File: config.mk
export PLATFORM = sky130hd
export DESIGN_NAME = xmem_mux_bus
export DESIGN_NICKNAME = d
export VERILOG_FILES = /design/src/rtl/xmem_pkg.sv /design/src/rtl/xmem_phase_timer.sv /design/src/rtl/xmem_seq.sv /design/src/rtl/xmem_bus_drive.sv /design/src/rtl/xmem_mux_bus.sv
export SDC_FILE = /design/constraint.sdc
export NUM_CORES = 1
export LEC_CHECK = 0
export CORE_UTILIZATION = 49
export CTS_CLUSTER_DIAMETER = 200
export DETAILED_ROUTE_END_ITERATION = 7
export MAX_ROUTING_LAYER = met4
export PLACE_DENSITY_LB_ADDON = 0.25
export RECOVER_POWER = 100
export SYNTH_ARGS = -nofsm -noshare
export SYNTH_HDL_FRONTEND = slang
export SYNTH_SLANG_ARGS = --single-unit
File: constraint.sdc
create_clock -name clk -period 4.94 [get_ports clk]
set_clock_uncertainty 0.05 [all_clocks]
set_input_delay 1.235 -clock clk [delete_from_list [all_inputs] [get_ports clk]]
set_output_delay 1.235 -clock clk [all_outputs]
set_load 0.05 [all_outputs]
File: src/rtl/xmem_pkg.sv
// Package: shared phase encoding for the multiplexed external bus controller.
// Assumes: every phase of a transfer is visited in the listed order.
package xmem_pkg;

    typedef enum logic [2:0] {
        PH_IDLE   = 3'd0,
        PH_ALE    = 3'd1,
        PH_AHOLD  = 3'd2,
        PH_SETUP  = 3'd3,
        PH_STROBE = 3'd4,
        PH_HOLD   = 3'd5
    } xmem_phase_e;

endpackage

File: src/rtl/xmem_phase_timer.sv
// Module: down-counter that measures the length of one bus phase.
// Assumes: load values are at least 1; last_o is high when one cycle remains.
module xmem_phase_timer #(
    parameter int CNT_W = 4
) (
    input  logic             clk,
    input  logic             rst_n,
    input  logic             load_i,
    input  logic [CNT_W-1:0] load_val_i,
    input  logic             freeze_i,
    output logic             last_o
);

    logic [CNT_W-1:0] cnt_q;

    // Count down the remaining cycles of the current phase; hold while frozen.
    always_ff @(posedge clk) begin
        if (!rst_n) begin
            cnt_q <= CNT_W'(1);
        end else if (load_i) begin
            cnt_q <= load_val_i;
        end else if (!freeze_i && (cnt_q > CNT_W'(1))) begin
            cnt_q <= cnt_q - CNT_W'(1);
        end
    end

    // Flag the final cycle of the phase.
    always_comb begin
        last_o = (cnt_q == CNT_W'(1));
    end

endmodule

File: src/rtl/xmem_seq.sv
// Module: phase sequencer. It steps address-latch, address-hold, setup, strobe
// and hold phases, stretches the strobe on wait, and signals done and busy.
// Assumes: all phase lengths >= 1; is_write_i is stable from accept to end.
module xmem_seq
    import xmem_pkg::*;
#(
    parameter int ALE_CYC   = 1,
    parameter int AHOLD_CYC = 1,
    parameter int SETUP_CYC = 1,
    parameter int RD_CYC    = 3,
    parameter int WR_CYC    = 2,
    parameter int HOLD_CYC  = 1,
    parameter int CNT_W     = 4
) (
    input  logic        clk,
    input  logic        rst_n,
    input  logic        start_i,
    input  logic        is_write_i,
    input  logic        wait_i,
    output xmem_phase_e phase_o,
    output logic        accept_o,
    output logic        strobe_end_o,
    output logic        done_o,
    output logic        busy_o
);

    localparam logic [CNT_W-1:0] ALE_LEN   = CNT_W'(ALE_CYC);
    localparam logic [CNT_W-1:0] AHOLD_LEN = CNT_W'(AHOLD_CYC);
    localparam logic [CNT_W-1:0] SETUP_LEN = CNT_W'(SETUP_CYC);
    localparam logic [CNT_W-1:0] RD_LEN    = CNT_W'(RD_CYC);
    localparam logic [CNT_W-1:0] WR_LEN    = CNT_W'(WR_CYC);
    localparam logic [CNT_W-1:0] HOLD_LEN  = CNT_W'(HOLD_CYC);
    localparam logic [CNT_W-1:0] ONE_LEN   = CNT_W'(1);

    xmem_phase_e      phase_q;
    xmem_phase_e      phase_d;
    logic [CNT_W-1:0] len_d;
    logic             last;
    logic             freeze;
    logic             advance;
    logic             done_q;

    // Decide acceptance, wait freeze and phase advance from the current phase.
    always_comb begin
        accept_o     = (phase_q == PH_IDLE) && start_i;
        freeze       = (phase_q == PH_STROBE) && wait_i;
        advance      = (phase_q != PH_IDLE) && last && !freeze;
        strobe_end_o = advance && (phase_q == PH_STROBE);
    end

    // Select the following phase and its length.
    always_comb begin
        case (phase_q)
            PH_IDLE: begin
                phase_d = PH_ALE;
                len_d   = ALE_LEN;
            end
            PH_ALE: begin
                phase_d = PH_AHOLD;
                len_d   = AHOLD_LEN;
            end
            PH_AHOLD: begin
                phase_d = PH_SETUP;
                len_d   = SETUP_LEN;
            end
            PH_SETUP: begin
                phase_d = PH_STROBE;
                len_d   = is_write_i ? WR_LEN : RD_LEN;
            end
            PH_STROBE: begin
                phase_d = PH_HOLD;
                len_d   = HOLD_LEN;
            end
            default: begin
                phase_d = PH_IDLE;
                len_d   = ONE_LEN;
            end
        endcase
    end

    xmem_phase_timer #(
        .CNT_W (CNT_W)
    ) u_timer (
        .clk        (clk),
        .rst_n      (rst_n),
        .load_i     (accept_o || advance),
        .load_val_i (len_d),
        .freeze_i   (freeze),
        .last_o     (last)
    );

    // Move to the next phase at a request or at the end of a phase.
    always_ff @(posedge clk) begin
        if (!rst_n) begin
            phase_q <= PH_IDLE;
        end else if (accept_o || advance) begin
            phase_q <= phase_d;
        end
    end

    // Raise done for one cycle when the hold phase finishes.
    always_ff @(posedge clk) begin
        if (!rst_n) begin
            done_q <= 1'b0;
        end else begin
            done_q <= advance && (phase_q == PH_HOLD);
        end
    end

    // Expose the phase and status.
    always_comb begin
        phase_o = phase_q;
        done_o  = done_q;
        busy_o  = (phase_q != PH_IDLE);
    end

endmodule

File: src/rtl/xmem_bus_drive.sv
// Module: request latch and pin decoder. It holds the request from the
// accepting edge, drives the shared bus, high port, latch, strobes and select
// from the phase, and captures read data when the read strobe ends.
// Assumes: phase_i comes from xmem_seq; bus_ad_in_i is synchronous to clk.
module xmem_bus_drive
    import xmem_pkg::*;
#(
    parameter int BYTE_W = 8,
    parameter int ADDR_W = 16
) (
    input  logic              clk,
    input  logic              rst_n,
    input  logic              accept_i,
    input  logic [ADDR_W-1:0] addr_i,
    input  logic [BYTE_W-1:0] wdata_i,
    input  logic              write_i,
    input  logic              data_space_i,
    input  xmem_phase_e       phase_i,
    input  logic              strobe_end_i,
    input  logic [BYTE_W-1:0] bus_ad_in_i,
    output logic              is_write_o,
    output logic [BYTE_W-1:0] rdata_o,
    output logic [BYTE_W-1:0] bus_ad_out_o,
    output logic              bus_ad_oe_o,
    output logic [BYTE_W-1:0] bus_ahi_o,
    output logic              bus_ale_o,
    output logic              bus_rd_n_o,
    output logic              bus_wr_n_o,
    output logic              bus_dm_n_o
);

    logic [ADDR_W-1:0] addr_q;
    logic [BYTE_W-1:0] wdata_q;
    logic              write_q;
    logic              space_q;
    logic [BYTE_W-1:0] rdata_q;
    logic              addr_phase;
    logic              data_phase;

    // Latch the request fields on the accepting edge.
    always_ff @(posedge clk) begin
        if (!rst_n) begin
            addr_q  <= '0;
            wdata_q <= '0;
            write_q <= 1'b0;
            space_q <= 1'b0;
        end else if (accept_i) begin
            addr_q  <= addr_i;
            wdata_q <= wdata_i;
            write_q <= write_i;
            space_q <= data_space_i;
        end
    end

    // Capture the read byte on the edge that ends the read strobe.
    always_ff @(posedge clk) begin
        if (!rst_n) begin
            rdata_q <= '0;
        end else if (strobe_end_i && !write_q) begin
            rdata_q <= bus_ad_in_i;
        end
    end

    // Classify the phase as address-on-bus or data-on-bus.
    always_comb begin
        addr_phase = (phase_i == PH_ALE) || (phase_i == PH_AHOLD);
        data_phase = (phase_i == PH_SETUP) || (phase_i == PH_STROBE) ||
                     (phase_i == PH_HOLD);
    end

    // Decode the bus pins from the phase and the latched request.
    always_comb begin
        bus_ale_o    = (phase_i == PH_ALE);
        bus_ad_oe_o  = addr_phase || (data_phase && write_q);
        if (addr_phase) begin
            bus_ad_out_o = addr_q[BYTE_W-1:0];
        end else if (data_phase && write_q) begin
            bus_ad_out_o = wdata_q;
        end else begin
            bus_ad_out_o = '0;
        end
        bus_ahi_o    = addr_q[ADDR_W-1:BYTE_W];
        bus_rd_n_o   = !((phase_i == PH_STROBE) && !write_q);
        bus_wr_n_o   = !((phase_i == PH_STROBE) && write_q);
        bus_dm_n_o   = !((phase_i != PH_IDLE) && space_q);
        is_write_o   = write_q;
        rdata_o      = rdata_q;
    end

endmodule

File: src/rtl/xmem_mux_bus.sv
// Module: top of the multiplexed external memory bus controller.
// Assumes: phase lengths >= 1 and RD_CYC > WR_CYC; one transfer at a time.
module xmem_mux_bus
    import xmem_pkg::*;
#(
    parameter int BYTE_W    = 8,
    parameter int ALE_CYC   = 1,
    parameter int AHOLD_CYC = 1,
    parameter int SETUP_CYC = 1,
    parameter int RD_CYC    = 3,
    parameter int WR_CYC    = 2,
    parameter int HOLD_CYC  = 1
) (
    input  logic              clk,
    input  logic              rst_n,
    input  logic              req_start,
    input  logic [2*BYTE_W-1:0] req_addr,
    input  logic [BYTE_W-1:0] req_wdata,
    input  logic              req_write,
    input  logic              req_data_space,
    output logic [BYTE_W-1:0] req_rdata,
    output logic              req_done,
    output logic              req_busy,
    output logic [BYTE_W-1:0] bus_ad_out,
    output logic              bus_ad_oe,
    input  logic [BYTE_W-1:0] bus_ad_in,
    output logic [BYTE_W-1:0] bus_ahi,
    output logic              bus_ale,
    output logic              bus_rd_n,
    output logic              bus_wr_n,
    output logic              bus_dm_n,
    input  logic              bus_wait
);

    localparam int ADDR_W = 2 * BYTE_W;
    localparam int LEN_SUM = ALE_CYC + AHOLD_CYC + SETUP_CYC + RD_CYC +
                             WR_CYC + HOLD_CYC;
    localparam int CNT_W = $clog2(LEN_SUM + 1);

    xmem_phase_e phase;
    logic        accept;
    logic        strobe_end;
    logic        is_write;

    xmem_seq #(
        .ALE_CYC   (ALE_CYC),
        .AHOLD_CYC (AHOLD_CYC),
        .SETUP_CYC (SETUP_CYC),
        .RD_CYC    (RD_CYC),
        .WR_CYC    (WR_CYC),
        .HOLD_CYC  (HOLD_CYC),
        .CNT_W     (CNT_W)
    ) u_seq (
        .clk          (clk),
        .rst_n        (rst_n),
        .start_i      (req_start),
        .is_write_i   (is_write),
        .wait_i       (bus_wait),
        .phase_o      (phase),
        .accept_o     (accept),
        .strobe_end_o (strobe_end),
        .done_o       (req_done),
        .busy_o       (req_busy)
    );

    xmem_bus_drive #(
        .BYTE_W (BYTE_W),
        .ADDR_W (ADDR_W)
    ) u_drive (
        .clk          (clk),
        .rst_n        (rst_n),
        .accept_i     (accept),
        .addr_i       (req_addr),
        .wdata_i      (req_wdata),
        .write_i      (req_write),
        .data_space_i (req_data_space),
        .phase_i      (phase),
        .strobe_end_i (strobe_end),
        .bus_ad_in_i  (bus_ad_in),
        .is_write_o   (is_write),
        .rdata_o      (req_rdata),
        .bus_ad_out_o (bus_ad_out),
        .bus_ad_oe_o  (bus_ad_oe),
        .bus_ahi_o    (bus_ahi),
        .bus_ale_o    (bus_ale),
        .bus_rd_n_o   (bus_rd_n),
        .bus_wr_n_o   (bus_wr_n),
        .bus_dm_n_o   (bus_dm_n)
    );

endmodule

# Word-level counts from Yosys, hierarchy flattened
# Cells that the tools add are included.
# totals
ff_bits	42
inputBits	38
out_inout_bits	31
elab_cells	48
# op_classes
addsub	1
magnitude_cmp	1
eq_ne	6
muxes	7
reduce_logical	25
# ops
operator	count
8-bit two-way mux	2
3-bit case mux with 5 select lines	1
1-bit logical AND	12
4-bit two-way mux	3
3-bit by 2-bit == test with 1-bit output (second input constant)	2
3-bit == test (second input constant)	2
1-bit zero test	5
1-bit logical OR	5
4-bit by 1-bit == test with 1-bit output (second input constant)	1
4-bit by 1-bit > comparator with 1-bit output (second input constant)	1
4-bit by 1-bit subtractor with 4-bit output (second input constant)	1
3-bit by 1-bit == test with 1-bit output (second input constant)	1
3-bit zero test	1
3-bit nonzero test	1
2-bit nonzero test	1
1-bit two-way mux	1

# Longest topological paths before layout
# logic_depth
ltp_word	6
mapped_depth	7
depth_no_buf	6

# Cells and area by module
# Synthesis repeated with hierarchy kept, for this count alone.
# hier_totals
cells_unflattened	208
hier_area_um2	2073.2
# modules_own_cells
mod	n_inst	cells_per_inst	area_per_inst_um2
xmem_bus_drive	1	142	1535.2
xmem_phase_timer	1	34	291.5
xmem_seq	1	32	246.5

# Least setup slack after synthesis
# OpenSTA, ideal clock, no wires.
# synth_path
path_type	register -> output
startpoint	register u_seq.phase_q[0], in the netlist u_seq.phase_o[0]
endpoint	output bus_ale
arrival_time_ns	1.608
slack_ns	2.047
path_stages_with_launch	3
n_path_buf	1
path_cell_list	dfxtp_1 > buf_6 > nor3b_1
# synth_between
elab_chain_len	1
# synth_lines
element	line	text
start: declaration	xmem_seq.sv:35	xmem_phase_e phase_q;
start signal: assignment	xmem_seq.sv:97	phase_q <= phase_d;
3-bit by 1-bit == test with 1-bit output	xmem_bus_drive.sv:73	bus_ale_o = (phase_i == PH_ALE);
end: declaration	xmem_mux_bus.sv:28	output logic bus_ale,
# Every way passes these cells.

# Worst setup path in the final report
# layout_path
startpoint	register u_seq.phase_q[1], in the netlist u_seq.phase_o[1]
endpoint	output bus_ad_out[4]
# layout_between
elab_chain_len	6
# layout_lines
element	line	text
3-bit by 2-bit == test with 1-bit output or 3-bit == test (tied branches)	xmem_bus_drive.sv:67	data_phase = (phase_i == PH_SETUP) || (phase_i == PH_STROBE) ||
1-bit logical OR (2 in series)	xmem_bus_drive.sv:67	
1-bit logical AND	xmem_bus_drive.sv:77	end else if (data_phase && write_q) begin
8-bit two-way mux	xmem_bus_drive.sv:77	
8-bit two-way mux *	xmem_bus_drive.sv:75	if (addr_phase) begin
end: declaration	xmem_mux_bus.sv:24	output logic [BYTE_W-1:0] bus_ad_out,
# Mark *: on every way between the ends. The rest lies on a longest branch, timed or not.

==> metrics.md <==
| Metric | Value |
|---|---|
| Via count | `1607` |
| CTS resizes | `0` |
| Max cap viols | `0` |
| Area leader, netlist | `dfxtp_1` |
| Average wire per cell in the routed design | `12.2 µm` |
| Root Driver | `clkbuf_8` |
| EDFF count, synth | `0` |
| Combinational power share | `0.356` |
| DP Wirelength | `2.75 mm` |
| Die H | `66.7 µm` |
| Via density per instance | `4.94` |
| Total track usage | `0.203` |
| P_sw | `0.385 mW` |
| Largest delay share family, worst path | `buffers and inverters` |
| Tmin final | `3.87 ns` |
| Vias in the first global route | `1460` |
| CTS tree | `done` |
| Initial antenna violation count | `0` |
| Clk sinks | `42` |
| Area Growth Syn to Fin | `31.0%` |
| Buf/Inv on CP | `1` |
| Int Power | `0.663 mW` |
| Async SR Flop Fraction | `0` |
| Routed WL | `3.96 mm` |
| HP Class | `reg -> reg` |
| Worst slack at placement | `1.45 ns` |
| Worst skew pair latency | `0.28 ns` |
| Largest net degree at the start of global routing | `42` |
| Number of nets in the layout | `314` |
| ANT nets after route | `0` |
| FF/Latch Area | `841 µm²` |
| Outcome | `complete, no violations` |
| CP max-delay cell | `dlygate4sd3_1` |
| Area of the multi-input gates | `975 µm²` |
| Rows | `23` |
| FF+latch count, synth | `42` |
| Pwr Density | `391 nW/µm²` |
| Netlist cell types | `44` |
| CTS HTree Levels | `2` |
| Synth top area cells | `dfxtp_1 (41%), nand2_1 (10%), a21boi_0 (6.6%)` |
| CP Launch Type | `flop` |
| Die width | `66.7 µm` |
| Sw Ratio | `0.367` |
| Endpoint class of the critical path | `primary output` |
| Sequential fraction of the synthesis area | `0.410` |
| Clock power frac | `0.250` |
| # IOs | `69` |
| Synthesized instance count | `220` |
| YS warnings | `0` |
| Worst Path Max Fanout | `10` |
| Fillcell total | `363` |
| Layout cells sized above 1 | `0.0618` |
| TritonCTS Buffers | `5` |
| Crit Path Class | `reg -> out` |
| RSZ-0062 raised after global routing | `no` |
| Diodes inserted | `0` |
| Maximum vdd ir drop | `0.191 mV` |
| Core area | `4000 µm²` |
| Global-route wire length before repair | `6.60 mm` |
| Cts hold-fix bufs | `0` |
| PortBufs | `68` |
| Post-Syn Area per Cell | `9.32 µm²` |
| P_leak | `1.11 nW` |
| Maximum clock path buffer count | `2` |
| Post-Syn Nets | `260` |
| Setup_tns | `0 ns` |
| Reg clk slew, reported paths | `0.07 ns` |
| Die ar. | `4440 µm²` |
| WP data required | `3.65 ns` |
| Period utilization | `0.783` |
| FMAX | `0.258 GHz` |
| Final Hold Fails | `0` |
| DR iter-0 viols | `53` |
| Tightest Pin Transition | `1.41 ns` |
| Final setup fails | `0` |
| CP max stage delay | `0.87 ns` |
| Post-synth top area share | `0.410` |
| CP cell instances | `and3b_1, o21a_1, a22o_1, dlygate4sd3_1` |
| Final Max Slew Viols | `0` |
| DRC Markers | `0` |
| Critical Path AT | `2.58 ns` |
| Starting Density | `0.512` |
| Post-CTS Setup Inserts | `0` |
| Congestion Overflow GR | `0` |
| Reg power frac | `0.395` |
| GPL Wtd Cong | `0.869` |
| DRT Pass-1 Iters | `4` |
| Setup slack after layout | `1.07 ns` |
| Area of the mapped netlist | `2050 µm²` |
| Predominant post-synthesis flop cell | `dfxtp_1` |
| Rel. slew slack | `0.0605` |
registers in the layout, summed over array words and instances (netlist names):
| name | flops |
|---|---|
| u_drive.wdata_q | 8 |
| u_drive.space_q | 1 |
| u_drive.addr_q | 16 |
| u_seq.phase_o | 3 |
| u_drive.is_write_o | 1 |
| u_seq.u_timer.cnt_q | 4 |
| u_drive.rdata_o | 8 |
| u_seq.done_o | 1 |
cell type report:
class                   instances  share of cell area
well taps                      50              0.0233
inverters                       4             0.00559
repair buffers                 69               0.255
multi-input cells             152               0.363
flip-flops and latches         42               0.313
clock inverters                 1              0.0112
clock buffers                   7              0.0284
cells by family (layout without fill, tap and decap cells):
group	count (synthesis)	after routing	synth area share
flip-flops	42	42	0.410
adder cells (fa/ha/maj)	2	2	0.0122
buffers and inverters	26	81	0.0940
AND/OR/NAND/NOR	89	89	0.223
AO/OA/AOI/OAI	48	48	0.197
XOR/XNOR	4	4	0.0171
multiplexers	9	9	0.0464
per-layer routing:
layer,wire [µm],part of all wire,GRT usage
met1,1800,0.46,0.254
met2,1890,0.48,0.319
met3,226,0.057,0.0462
met4,41,0.010,0.0718
met5,0,0,-
placed cells by master (no fill, tap or decap), types with 2 or more instances in the layout:
cell,instances
a21boi_0,29
a22o_1,8
clkbuf_1,3
clkbuf_8,5
clkdlybuf4s50_1,36
dfxtp_1,42
dlygate4sd3_1,32
ha_1,2
inv_1,4
mux2i_1,8
nand2_1,56
nand3_1,3
nor2_1,4
nor2b_1,8
nor3b_1,2
o21a_1,2
o21ai_0,4
or2_1,2
xnor2_1,2
xor2_1,2
synthesized netlist by cell type (2+ instances only):
master and instances:
o21a_1 2, mux2i_1 8, xor2_1 2, a21boi_0 18, dfxtp_1 42, buf_6 5
o21ai_0 3, nor3b_1 2, buf_4 9, or2_1 2, clkbuf_1 5, nor2b_1 8
nor2_1 4, inv_1 4, a21boi_2 10, a22o_1 8, ha_1 2, nand2_1 56
nand3_1 3, buf_8 2, xnor2_1 2
worst paths after layout:
check | cells past startpoint | slack (ns) | start | end
worst max register to register | 6 | 2.82 | u_seq.u_timer.cnt_q[1] | u_drive.rdata_o[6]
worst min-delay path | 2 | 0.42 | u_drive.addr_q[15] | u_drive.addr_q[15]
worst max-delay path | 4 | 1.07 | u_seq.phase_o[1] | bus_ad_out[4]
worst min register to register | 2 | 0.42 | u_drive.addr_q[15] | u_drive.addr_q[15]
worst register-to-register path, stage by stage (launching register included):
cell	delay [ns]
dfxtp_1	0.31
inv_1	0.10
ha_1	0.20
nor3b_1	0.51
nand3b_1	0.48
mux2i_1	0.30
nor2b_1	0.06
power by group through the flow:
stage | Combinational (mW) | Sequential [mW] | Clock, mW
finish | 0.373 | 0.414 | 0.262
global route | 0.406 | 0.419 | 0.282
CTS | 0.401 | 0.414 | 0.268
detailed placement | 0.398 | 0.423 | 0
global placement | 0.396 | 0.421 | 0
floorplan | 0.334 | 0.404 | 0
per-stage QoR:
step	utilization	instances	total power [mW]	hold slack, ns	cell area, µm²
2_1_floorplan	-	220	0.737	0.394	2050
3_3_place_gp	0.656	317	0.816	0.399	2620
3_5_place_dp	0.656	317	0.821	0.407	2620
4_1_cts	0.682	325	1.08	0.417	2730
5_1_grt	0.671	325	1.11	0.439	2680
6_report	0.671	325	1.05	0.417	2680
Power figures use the tool's default switching activity.
